$ cat config.mk
export PLATFORM = sky130hd
export DESIGN_NAME = loopbr_unit
export DESIGN_NICKNAME = d
export VERILOG_FILES = /design/src/rtl/loopbr_pkg.sv /design/src/rtl/loopbr_decode.sv /design/src/rtl/loopbr_step.sv /design/src/rtl/loopbr_target.sv /design/src/rtl/loopbr_unit.sv
export SDC_FILE = /design/constraint.sdc
export NUM_CORES = 1
export LEC_CHECK = 0
export ABC_CLOCK_PERIOD_IN_PS = 4800
export BUFFER_PORTS_ARGS = -buffer_cell sky130_fd_sc_hd__buf_2
export CORE_AREA = 3 3 61 105
export CTS_CLUSTER_SIZE = 30
export DETAILED_ROUTE_END_ITERATION = 6
export DIE_AREA = 0 0 64 108
export PLACE_DENSITY = 0.78
export SLEW_MARGIN = 20
export SYNTH_ARGS = -nofsm -noshare
export SYNTH_HDL_FRONTEND = slang
export SYNTH_SLANG_ARGS = --single-unit
$ cat constraint.sdc
create_clock -name clk -period 4.8 [get_ports clk]
set_clock_uncertainty 0.05 [all_clocks]
set_input_delay 0.72 -clock clk [delete_from_list [all_inputs] [get_ports clk]]
set_output_delay 0.72 -clock clk [all_outputs]
set_load 0.02 [all_outputs]
$ cat src/rtl/loopbr_pkg.sv
// Package: shared encodings for the loop counter branch unit.
// Assumes an 8-bit control byte with fixed field positions.
package loopbr_pkg;
    localparam int PB_W  = 8;
    localparam int SEL_W = 3;

    typedef enum logic [1:0] {
        STEP_DEC = 2'b00,
        STEP_TST = 2'b01,
        STEP_INC = 2'b10,
        STEP_BAD = 2'b11
    } step_op_e;

    typedef struct packed {
        step_op_e             op;
        logic                 on_nonzero;
        logic                 back;
        logic [SEL_W-1:0]     sel;
    } ctrl_t;
endpackage

$ cat src/rtl/loopbr_decode.sv
// Module: splits the control byte into step code, branch polarity,
// displacement sign and register select, and flags the reserved code.
// Assumes field positions 7:6, 5, 4 and 2:0; bit 3 is unused.
module loopbr_decode
    import loopbr_pkg::*;
(
    input  logic [PB_W-1:0] pb,
    output ctrl_t           ctrl,
    output logic            legal
);
    // Field extraction and reserved-code detection.
    always_comb begin
        ctrl.op         = step_op_e'(pb[7:6]);
        ctrl.on_nonzero = pb[5];
        ctrl.back       = pb[4];
        ctrl.sel        = pb[SEL_W-1:0];
        legal           = (pb[7:6] != 2'b11);
    end
endmodule

$ cat src/rtl/loopbr_step.sv
// Module: applies the step to the operand and tests the result for zero.
// Assumes register indices below NARROW_REGS hold NARROW_W-bit values
// that wrap within their own width; the rest use the full DATA_W.
module loopbr_step
    import loopbr_pkg::*;
#(
    parameter int DATA_W      = 16,
    parameter int NARROW_W    = 8,
    parameter int NARROW_REGS = 3
) (
    input  step_op_e          op,
    input  logic [SEL_W-1:0]  sel,
    input  logic [DATA_W-1:0] operand,
    output logic [DATA_W-1:0] result,
    output logic              is_zero
);
    localparam int PAD_W = DATA_W - NARROW_W;

    logic [DATA_W-1:0] step_v;
    logic [DATA_W-1:0] wide_sum;
    logic              narrow;

    // Step constant chosen by the operation code.
    always_comb begin
        case (op)
            STEP_DEC: step_v = '1;
            STEP_INC: step_v = DATA_W'(1);
            default:  step_v = '0;
        endcase
    end

    assign wide_sum = operand + step_v;

    generate
        if (NARROW_REGS > 0) begin : g_narrow
            localparam logic [SEL_W-1:0] NLIM = SEL_W'(NARROW_REGS);
            logic [NARROW_W-1:0] narrow_sum;
            assign narrow     = (sel < NLIM);
            assign narrow_sum = operand[NARROW_W-1:0] + step_v[NARROW_W-1:0];
            // Width-dependent result selection.
            always_comb begin
                if (narrow) result = {{PAD_W{1'b0}}, narrow_sum};
                else        result = wide_sum;
            end
        end else begin : g_wide
            assign narrow = 1'b0;
            assign result = wide_sum;
        end
    endgenerate

    assign is_zero = (result == '0);
endmodule

$ cat src/rtl/loopbr_target.sv
// Module: forms the branch target from the next PC and a signed offset
// whose sign bit comes from the control byte. Wraps modulo 2^ADDR_W.
module loopbr_target #(
    parameter int ADDR_W = 16,
    parameter int DISP_W = 8
) (
    input  logic [ADDR_W-1:0] pc,
    input  logic [DISP_W-1:0] disp,
    input  logic              back,
    output logic [ADDR_W-1:0] target
);
    localparam int EXT_W = ADDR_W - DISP_W;

    logic [ADDR_W-1:0] offset;

    assign offset = {{EXT_W{back}}, disp};
    assign target = pc + offset;
endmodule

$ cat src/rtl/loopbr_unit.sv
// Module: loop counter branch unit top. Reads the selected register
// combinationally, computes step, zero test and target in the start
// cycle, and registers all results for one done cycle.
// Assumes rd_data reflects rd_idx within the same cycle.
module loopbr_unit
    import loopbr_pkg::*;
#(
    parameter int DATA_W      = 16,
    parameter int ADDR_W      = 16,
    parameter int DISP_W      = 8,
    parameter int NARROW_W    = 8,
    parameter int NARROW_REGS = 3
) (
    input  logic              clk,
    input  logic              rst_n,
    input  logic              start,
    input  logic [7:0]        postbyte,
    input  logic [DISP_W-1:0] disp,
    input  logic [ADDR_W-1:0] pc_next,
    output logic [2:0]        rd_idx,
    input  logic [DATA_W-1:0] rd_data,
    output logic              done,
    output logic              illegal,
    output logic              taken,
    output logic [ADDR_W-1:0] target,
    output logic              wb_en,
    output logic [2:0]        wb_idx,
    output logic [DATA_W-1:0] wb_data
);
    localparam logic [SEL_W-1:0] NLIM = SEL_W'(NARROW_REGS);

    ctrl_t             ctrl;
    logic              legal;
    logic [DATA_W-1:0] stepped;
    logic              stepped_zero;
    logic [ADDR_W-1:0] tgt_c;
    logic              branch_c;

    loopbr_decode u_dec (
        .pb    (postbyte),
        .ctrl  (ctrl),
        .legal (legal)
    );

    loopbr_step #(
        .DATA_W      (DATA_W),
        .NARROW_W    (NARROW_W),
        .NARROW_REGS (NARROW_REGS)
    ) u_step (
        .op      (ctrl.op),
        .sel     (ctrl.sel),
        .operand (rd_data),
        .result  (stepped),
        .is_zero (stepped_zero)
    );

    loopbr_target #(
        .ADDR_W (ADDR_W),
        .DISP_W (DISP_W)
    ) u_tgt (
        .pc     (pc_next),
        .disp   (disp),
        .back   (ctrl.back),
        .target (tgt_c)
    );

    assign rd_idx   = ctrl.sel;
    assign branch_c = legal && (ctrl.on_nonzero ? !stepped_zero : stepped_zero);

    // Result register stage: pulses for one cycle, data held until next start.
    always_ff @(posedge clk) begin
        if (!rst_n) begin
            done    <= 1'b0;
            illegal <= 1'b0;
            taken   <= 1'b0;
            wb_en   <= 1'b0;
            target  <= '0;
            wb_idx  <= '0;
            wb_data <= '0;
        end else begin
            done    <= start;
            illegal <= start && !legal;
            taken   <= start && branch_c;
            wb_en   <= start && legal;
            if (start) begin
                target <= tgt_c;
                wb_idx <= ctrl.sel;
                if (legal) wb_data <= stepped;
            end
        end
    end

    // every start yields done on the next cycle
    assert_start_done_R2: assert property (@(posedge clk) disable iff (!rst_n)
        start |=> done);
    // no done without a preceding start
    assert_idle_quiet_R2: assert property (@(posedge clk) disable iff (!rst_n)
        !start |=> !done);
    // reserved code blocks writeback and branch
    assert_illegal_blocks_R8: assert property (@(posedge clk) disable iff (!rst_n)
        illegal |-> (!wb_en && !taken));
    // branch decision only alongside done
    assert_taken_with_done_R5: assert property (@(posedge clk) disable iff (!rst_n)
        taken |-> done);
    // legal start always writes back
    assert_legal_writes_R7: assert property (@(posedge clk) disable iff (!rst_n)
        (start && postbyte[7:6] != 2'b11) |=> wb_en);
    // byte-wide writebacks keep upper byte clear
    assert_byte_upper_R4: assert property (@(posedge clk) disable iff (!rst_n)
        (wb_en && wb_idx < NLIM) |-> (wb_data[DATA_W-1:NARROW_W] == '0));
    // add-zero on a wide register returns the value read
    assert_test_unchanged_R9: assert property (@(posedge clk) disable iff (!rst_n)
        (start && postbyte[7:6] == 2'b01 && rd_idx >= NLIM) |=> (wb_data == $past(rd_data)));
endmodule

==> results of run 1 <==
[path summary, 6_finish.rpt]
kind | startpoint | endpoint | slack [ns] | depth (start not counted)
hold reg to reg | wb_data[14] | wb_data[14] | 0.40 | 2
setup / recovery | postbyte[6] | taken | 1.38 | 12
hold / removal | wb_data[14] | wb_data[14] | 0.40 | 2
setup reg to reg | target[10] | target[10] | 3.90 | 3
[critical path: cells and delay by family]
kind | cells | cell delay, ns
and+or+nand+nor | 5 | 1.41
AOI/OAI and AO/OA | 3 | 0.74
xor gates and xnor gates | 2 | 0.32
adders and majority gates | 1 | 0.25
buffers and inverters | 1 | 0.18
[cell usage in the layout, fill, tap and decap left out, types with 4 or more instances in the layout]
cell      netlist  final
nand2_1        28     28
nor2_1         36     36
and3_1          5      5
a211oi_1        6      6
nor4_1          6      6
clkbuf_8        0      5
or2_2           6      6
a21oi_1        29     29
or3_1           7      7
nor3_1         10     10
nor3b_1         5      5
buf_2           4     91
a31oi_1         4      4
nand3_1        12     12
xnor2_1        17     17
xor2_1          9      9
ha_1           19     19
inv_1          15     15
mux2i_1        10     10
o21ai_0         8      8
dfxtp_1        39     39
nand4_1         4      4
and2_1          7      7
a21o_1          6      6
[power groups by stage]
| stage | clock [W] | combinational (W) | sequential [W] |
|---|---|---|---|
| floorplan | 0 | 0.000169 | 0.000399 |
| global placement | 0 | 0.000278 | 0.000368 |
| detailed placement | 0 | 0.000284 | 0.000369 |
| CTS | 0.000329 | 0.000285 | 0.000361 |
| global route | 0.000335 | 0.000317 | 0.000364 |
| finish | 0.000323 | 0.000285 | 0.000361 |
[cell usage after synthesis, drive strengths merged (6+ instances only)]
library cell  instances  area (sq um)
dfxtp                39           781
nor2                 36           135
a21oi                29           145
nand2                28           105
ha                   19           238
xnor2                17           149
inv                  16          60.1
clkbuf               14          52.6
nand3                12          60.1
buf                  10          53.8
mux2i                10           100
nor3                 10          50.1
o21ai                10          50.1
xor2                  9          78.8
or2                   8          50.1
or3                   8          55.1
and2                  7          43.8
a211oi                6          45.0
a21o                  6          45.0
nor4                  6          37.5
[flip-flops by register name, summed over array words and instances (netlist names)]
signal / count
wb_en: 1
done: 1
illegal: 1
taken: 1
wb_idx: 3
wb_data: 16
target: 16
[logic make-up (layout without fill, tap and decap cells)]
family / Yosys count / after routing / share of synthesized area [%]
adders and majority gates: 20 / 20 / 9.06
AOI/OAI and AO/OA: 89 / 89 / 21.1
xor gates and xnor gates: 26 / 26 / 8.00
muxes: 10 / 10 / 3.52
and+or+nand+nor: 140 / 140 / 25.0
buffers and inverters: 40 / 116 / 5.85
DFF: 39 / 39 / 27.4
[through the flow]
| step | instances | area, sq um | setup WS, ns | power (W) | util, % |
|---|---|---|---|---|---|
| 2_1_floorplan | 364 | 2850 | 1.02 | 0.000569 | - |
| 3_3_place_gp | 508 | 3300 | 1.15 | 0.000646 | 58.6 |
| 4_1_cts | 516 | 3430 | 1.41 | 0.000976 | 60.9 |
| 3_5_place_dp | 508 | 3300 | 1.10 | 0.000653 | 58.6 |
| 5_1_grt | 516 | 3430 | 1.22 | 0.00102 | 60.9 |
| 6_report | 516 | 3430 | 1.38 | 0.000969 | 60.9 |
[cell type report]
cell class / instances / area (sq um)
Clock buffer: 6 / 72.6
Clock inverter: 2 / 60.1
Multi-Input combinational cell: 285 / 1900
Inverter: 16 / 60.1
Fill cell: 528 / 2200
Sequential cell: 39 / 781
Timing Repair Buffer: 92 / 463
Tap cell: 76 / 95.1
[layer usage]
metal  part of all wire, %  global-route usage [%]
met1                    38                    22.0
met2                    53                    41.7
met3                   5.5                    2.60
met4                   3.4                    10.0
met5                     0                       0
==> results.yml, run 1 <==
drt:
  drtPass1Iterations: 4
  vias: 2891
  ant_nets: 0
  drt_iter0_drc: 165
  drc_errors: 0
  routed_wl_mm: 7.40
  wl_per_cell_um: 14.3
  via_per_inst: 5.60
cts:
  cts_buffer_depth: 2
  clk_pin_slew_ns: 0.08
  cts_tree: "yes"
  worstSkewPairLatency_ns: 0.28
  htree_num_levels: 2
  root_buffer: "clkbuf_8"
  postCtsSetupRepairBufs: 0
  numCtsBuffers: 5
  ctsResizeCount: 0
  holdBufCountCts: 0
  cts.sinks: 39
yosys:
  synth_seq_cells: 39
  synth_ff_type: "dfxtp_1"
  syn_area_per_cell_sq_um: 7.82
  synth_area_sq_um: 2850
  synth_cell_types: 56
  syn_nets: 435
  synth_edf_count: 0
  ys_warn_count: 0
  syn_inst: 364
  ys_seq_area_share_pct: 27.4
  async_flop_share_pct: 0
min_path:
  hold_class: "reg2reg"
critical_path:
  cp_data_required_time_ns: 4.98
  worst_ep_arrival_time_ns: 3.61
  crit_type: "in2reg"
  max_stage_delay_ns: 0.48
  worstPathCellList: "buf_2 > or2_1 > xnor2_1 > ha_1 > or2_2 > or2_1 > o41ai_1 > xnor2_1 > a31oi_1 > a211o_1 > or4_1 > nand2_1"
  slowest_stage: "or4_1"
  crit_path_end_kind: "flip-flop"
  startpoint_type: "primary input"
  cp_max_fo: 11
global_routing:
  grt.total_usage_pct: 21.4
  grt_pass1_vias: 2801
  antenna_found_initial: 0
  globalRoute.totalOverflow: 0
  grt_max_degree: 31
  grt_pass1_wl_mm: 12.1
floorplan:
  core_sq_um: 5630
  dieArea_sq_um: 6910
  start_util_pct: 50.5
  rows: 36
  fp.dieW_um: 64
  ios: 93
  die_y_um: 108
pwr:
  p_int_w: 0.000671
  switching_share_pct: 30.8
  pwr-share-clk_pct: 33.3
  leakagePower_nw: 1.59
  power.density_nw_per_um2: 282
  ir_worst_vdd_mv: 0.137
  p_comb_share_pct: 29.4
  power_frac_seq_pct: 37.3
  p_sw_w: 0.000298
timing:
  max_freq_mhz: 292
  maxSlewHeadroom_pct: 35.6
  fin_crit_ns: 3.42
  setup_viol: 0
  rsz0062_at_grt: "no"
  drv_slew: 0
  min_period_over_period_pct: 71.3
  setup-tns-final_ns: 0
  hold_ws_ns: 0.405
  hold_viol: 0
  worst_pin_slew_ns: 0.966
cells_and_area:
  drive_gt1_share_pct: 24.5
  area_growth_pct: 20.5
  num_antenna_cells: 0
  fin_nets: 510
outcome:
  run_status: "finished clean"
placed_design:
  portBuffers: 91
  dp_hpwl_mm: 5.93
  gp_congestion: 0.917
job:
  cap_violations: 0
Note: power is estimated with default switching activity, not from simulation.
==> run 2, diff against run 1 <==
Settings changed: ABC_CLOCK_PERIOD_IN_PS 4800 to 2950, CORE_AREA 3 3 61 105 to 3 3 64 111, DIE_AREA 0 0 64 108 to 0 0 67 114, PLACE_DENSITY 0.78 to 0.74.
Clock period 4.8 ns to 2.95 ns, I/O delays scaled along.
==> run 2 against run 1 <==
Cell count grew 6.8%; critical path type unchanged; die area is 11% higher; sequential share of layout area shrank 1.6 points; register-to-register slack got worse by 1.9 ns; hold slack lost 0.028 ns; sequential power rose by 63%; clock-buffer cell count did not move; wire length increased by 13%.
==> results.yml, run 2 (same netlist as run 1, synthesis figures left out) <==
global_routing:
  grt-busiest-layer: "met2"
  grt_max_degree: 24
  grt_pass1_vias: 3026
  antenna_found_initial: 0
  grt_pass1_wl_mm: 13.1
  grtUsageMet2_pct: 42.3
  globalRoute.totalOverflow: 0
  grt_use_met1_pct: 20.7
  grt.total_usage_pct: 22.2
  use_met3_pct: 2.96
critical_path:
  crit_type: "in2reg"
  max_stage_delay_ns: 0.39
  slowest_stage: "or4_1"
  startpoint_type: "primary input"
  crit_family: "simple AND/OR/NAND/NOR gates"
  crit_path_end_kind: "flip-flop"
  worst_ep_arrival_time_ns: 3.03
  cp_num_buf_inv: 1
  worstPathCellList: "buf_2 > or2_1 > xnor2_1 > ha_2 > or2_4 > or2_4 > o41ai_4 > xnor2_1 > a31oi_1 > a211o_1 > or4_1 > nand2_1"
  cp_data_required_time_ns: 3.14
  cp_max_fo: 3
timing:
  worst_pin_slew_ns: 0.689
  min_period_over_period_pct: 96.2
  maxSlewHeadroom_pct: 54.0
  setup-tns-final_ns: 0
  drv_slew: 0
  fin_crit_ns: 2.84
  setup_ws_ns: 0.113
  setup_viol: 0
  max_freq_mhz: 353
  hold_viol: 0
  rsz0062_at_grt: "no"
cells_and_area:
  num_antenna_cells: 0
  final_common_cell: "buf_2"
  multi_input_area_sq_um: 1940
  fill_cells: 572
  seqCellArea_sq_um: 781
  final_cell_mix: "buf_2, dfxtp_1, nor2_1"
  fin_nets: 541
  fin_util_pct: 58.8
  largestRegisters: "target (16), wb_data (16), wb_idx (3)"
  drive_gt1_share_pct: 30.8
  area_growth_pct: 29.7
placed_design:
  dp_slack_ns: -0.197
  gp_congestion: 0.985
  portBuffers: 91
  dp_hpwl_mm: 6.73
cts:
  holdBufCountCts: 0
  cts_tree: "yes"
  clk_pin_slew_ns: 0.08
  ctsResizeCount: 0
  root_buffer: "clkbuf_8"
  postCtsSetupRepairBufs: 0
  cts.sinks: 39
  numCtsBuffers: 5
  worstSkewPairLatency_ns: 0.30
  htree_num_levels: 2
  cts_buffer_depth: 2
drt:
  drtPass1Iterations: 4
  wl_per_cell_um: 15.1
  via_per_inst: 5.54
  ant_nets: 0
  routed_wl_mm: 8.34
  vias: 3053
  drc_errors: 0
  drt_iter0_drc: 132
floorplan:
  ios: 93
  die_y_um: 114
  core_sq_um: 6280
  dieArea_sq_um: 7640
  fp.dieW_um: 67
  rows: 38
  start_util_pct: 45.3
job:
  cap_violations: 0
pwr:
  leakagePower_nw: 1.77
  power.density_nw_per_um2: 426
  power_w: 0.00157
  ir_worst_vdd_mv: 0.259
min_path:
  hold_class: "in2reg"
outcome:
  run_status: "finished clean"
## run 2: power breakdown
group	leakage, nW	switching, W	internal, W
clock network	0.0612	0.000196	0.000274
logic	1.39	0.000295	0.000222
registers	0.321	0.0000197	0.000568
total	1.77	0.000511	0.00106
## run 2: path summary, 6_finish.rpt
check	startpoint	end	slack (ns)	cells past startpoint
worst min register to register	wb_data[3]	wb_data[3]	0.40	2
worst max register to register	target[10]	target[10]	2.05	3
worst min-delay path	postbyte[5]	taken	0.38	3
worst max-delay path	postbyte[7]	taken	0.11	12
## run 2: routing by layer
layer	vias up	part of all wire (%)	wire length, um
met2	118	53	4380
met5	-	0	0
li1	1527	-	-
met3	31	5.0	416
met4	0	5.6	469
met1	1377	37	3070
## run 2: worst min-delay path, stage by stage
cell	delay, ns
buf_2	0.11
o311ai_1	0.06
nand2_1	0.06
## run 2: area by class of cell
| class | count | share of cell area [%] |
|---|---|---|
| clock inverter | 2 | 0.949 |
| timing repair buffer | 123 | 18.8 |
| tap | 80 | 2.71 |
| multi-input combinational | 285 | 52.5 |
| clock buffer | 6 | 2.24 |
| inverter | 16 | 1.63 |
| sequential | 39 | 21.2 |
## run 2: per-stage QoR
stage,instances,hold WS (ns),area [sq um]
6_report,551,0.377,3690
3_3_place_gp,543,0.390,3560
2_1_floorplan,364,0.485,2890
4_1_cts,551,0.379,3670
5_1_grt,551,0.397,3690
3_5_place_dp,543,0.396,3560
==> run 3, diff against run 2 <==
Settings changed: ABC_CLOCK_PERIOD_IN_PS 2950 to 3600, CORE_AREA 3 3 64 111 to 3 3 59 102, DIE_AREA 0 0 67 114 to 0 0 62 105, PLACE_DENSITY 0.74 to 0.83.
Clock period 2.95 ns to 3.6 ns, I/O delays scaled along.
==> run 3 against run 2 <==
Power shrank 24%; clock power shrank 31%; cell count shrank 6.4%; flip-flop and latch count is the same; hold slack gained 0.025 ns; core utilization grew 5.7 points; critical path depth is the same; largest power group unchanged; register-to-register slack gained 0.69 ns.
==> results.yml, run 3 (same netlist as run 1, synthesis figures left out) <==
floorplan:
  core_sq_um: 5300
  dieArea_sq_um: 6510
  die_y_um: 105
  ios: 93
  start_util_pct: 53.7
  fp.dieW_um: 62
  rows: 35
cells_and_area:
  final_common_cell: "buf_2"
  fill_cells: 495
  largestRegisters: "target (16), wb_data (16), wb_idx (3)"
  drive_gt1_share_pct: 25.3
  fin_util_pct: 64.6
  area_growth_pct: 20.2
  final_cell_mix: "buf_2, dfxtp_1, nor2_1"
  fin_nets: 512
  num_antenna_cells: 0
critical_path:
  cp_data_required_time_ns: 3.78
  timing.reg2reg.setup_slack_ns: 2.74
  crit_path_end_kind: "flip-flop"
  crit_type: "in2reg"
  startpoint_type: "primary input"
  cp_max_fo: 11
  worst_ep_arrival_time_ns: 3.34
  rr_worst_depth: 3
  reg2reg_from: "target[10]"
  r2r_end: "target[10]"
cts:
  clk_pin_slew_ns: 0.08
  cts_buffer_depth: 2
  worstSkewPairLatency_ns: 0.28
  postCtsSetupRepairBufs: 0
  numCtsBuffers: 5
  cts.sinks: 39
  holdBufCountCts: 0
  cts_tree: "yes"
  ctsResizeCount: 0
  htree_num_levels: 2
  root_buffer: "clkbuf_8"
job:
  cap_violations: 0
timing:
  setup_ws_ns: 0.438
  worst_pin_slew_ns: 0.958
  drv_slew: 0
  max_freq_mhz: 316
  rsz0062_at_grt: "no"
  setup_viol: 0
  setup-tns-final_ns: 0
  maxSlewHeadroom_pct: 36.0
  hold_viol: 0
  min_period_over_period_pct: 87.8
  fin_crit_ns: 3.16
placed_design:
  dp_hpwl_mm: 6.04
  portBuffers: 91
  dp_slack_ns: 0.135
  gp_congestion: 1.03
drt:
  drt_iter0_drc: 173
  vias: 2960
  routed_wl_mm: 7.54
  via_per_inst: 5.74
  ant_nets: 0
  wl_per_cell_um: 14.6
  drc_errors: 0
  drtPass1Iterations: 4
global_routing:
  grt.total_usage_pct: 22.7
  grt-busiest-layer: "met2"
  grt_max_degree: 31
  grt_pass1_wl_mm: 11.6
  antenna_found_initial: 0
  grt_pass1_vias: 2845
  globalRoute.totalOverflow: 0
  use_met3_pct: 1.73
  grtUsageMet2_pct: 43.8
  grt_use_met1_pct: 21.7
min_path:
  holdPathStages: 2
  holdPathEnd: "wb_data[4]"
  hold_class: "reg2reg"
  hp-start: "wb_data[4]"
pwr:
  leakagePower_nw: 1.59
  power.density_nw_per_um2: 348
  ir_worst_vdd_mv: 0.191
outcome:
  run_status: "finished clean"
[run 3: worst max-delay path: stages]
cell     delay [ns]
buf_2          0.18
or2_1          0.27
xnor2_1        0.13
ha_1           0.24
or2_2          0.31
or2_1          0.27
o32ai_1        0.29
xnor2_1        0.18
a31oi_1        0.11
a211o_1        0.28
or4_1          0.46
nand2_1        0.07
[run 3: worst max path at each step]
| stage | start | end | cells after the start |
|---|---|---|---|
| after detailed placement | postbyte[6] | taken | 12 |
| after CTS | postbyte[6] | taken | 12 |
| final | postbyte[6] | taken | 12 |
| after global routing | postbyte[6] | taken | 12 |
| after floorplan | postbyte[7] | taken | 14 |
| after global placement | postbyte[6] | taken | 12 |
[run 3: cell type report]
cell class	count	area (sq um)	area share, %
flip-flops and latches	39	781	22.8
repair buffers	94	478	14.0
multi-input cells	285	1910	55.7
clock inverters	1	7.51	0.219
clock buffers	7	96.3	2.82
well taps	74	92.6	2.71
inverters	16	60.1	1.76
[run 3: per-stage QoR]
stage          hold slack [ns]  area (sq um)  total power (W)  instances
2_1_floorplan            0.485          2850         0.000758        364
3_3_place_gp             0.391          3320         0.000862        508
3_5_place_dp             0.394          3320         0.000874        508
4_1_cts                  0.405          3420          0.00120        516
5_1_grt                  0.418          3420          0.00126        516
6_report                 0.402          3420          0.00119        516
[run 3: power by group]
group | total [W] | switching (W) | internal [W]
sequential | 0.000481 | 0.0000159 | 0.000465
combinational | 0.000384 | 0.000231 | 0.000153
clock | 0.000326 | 0.000152 | 0.000174
total | 0.00119 | 0.000398 | 0.000793
[run 3: routing by layer]
layer / vias to the layer above / wire length, um
met5: - / 0
met4: 0 / 262
met3: 24 / 359
met2: 116 / 4160
met1: 1351 / 2760
li1: 1469 / -
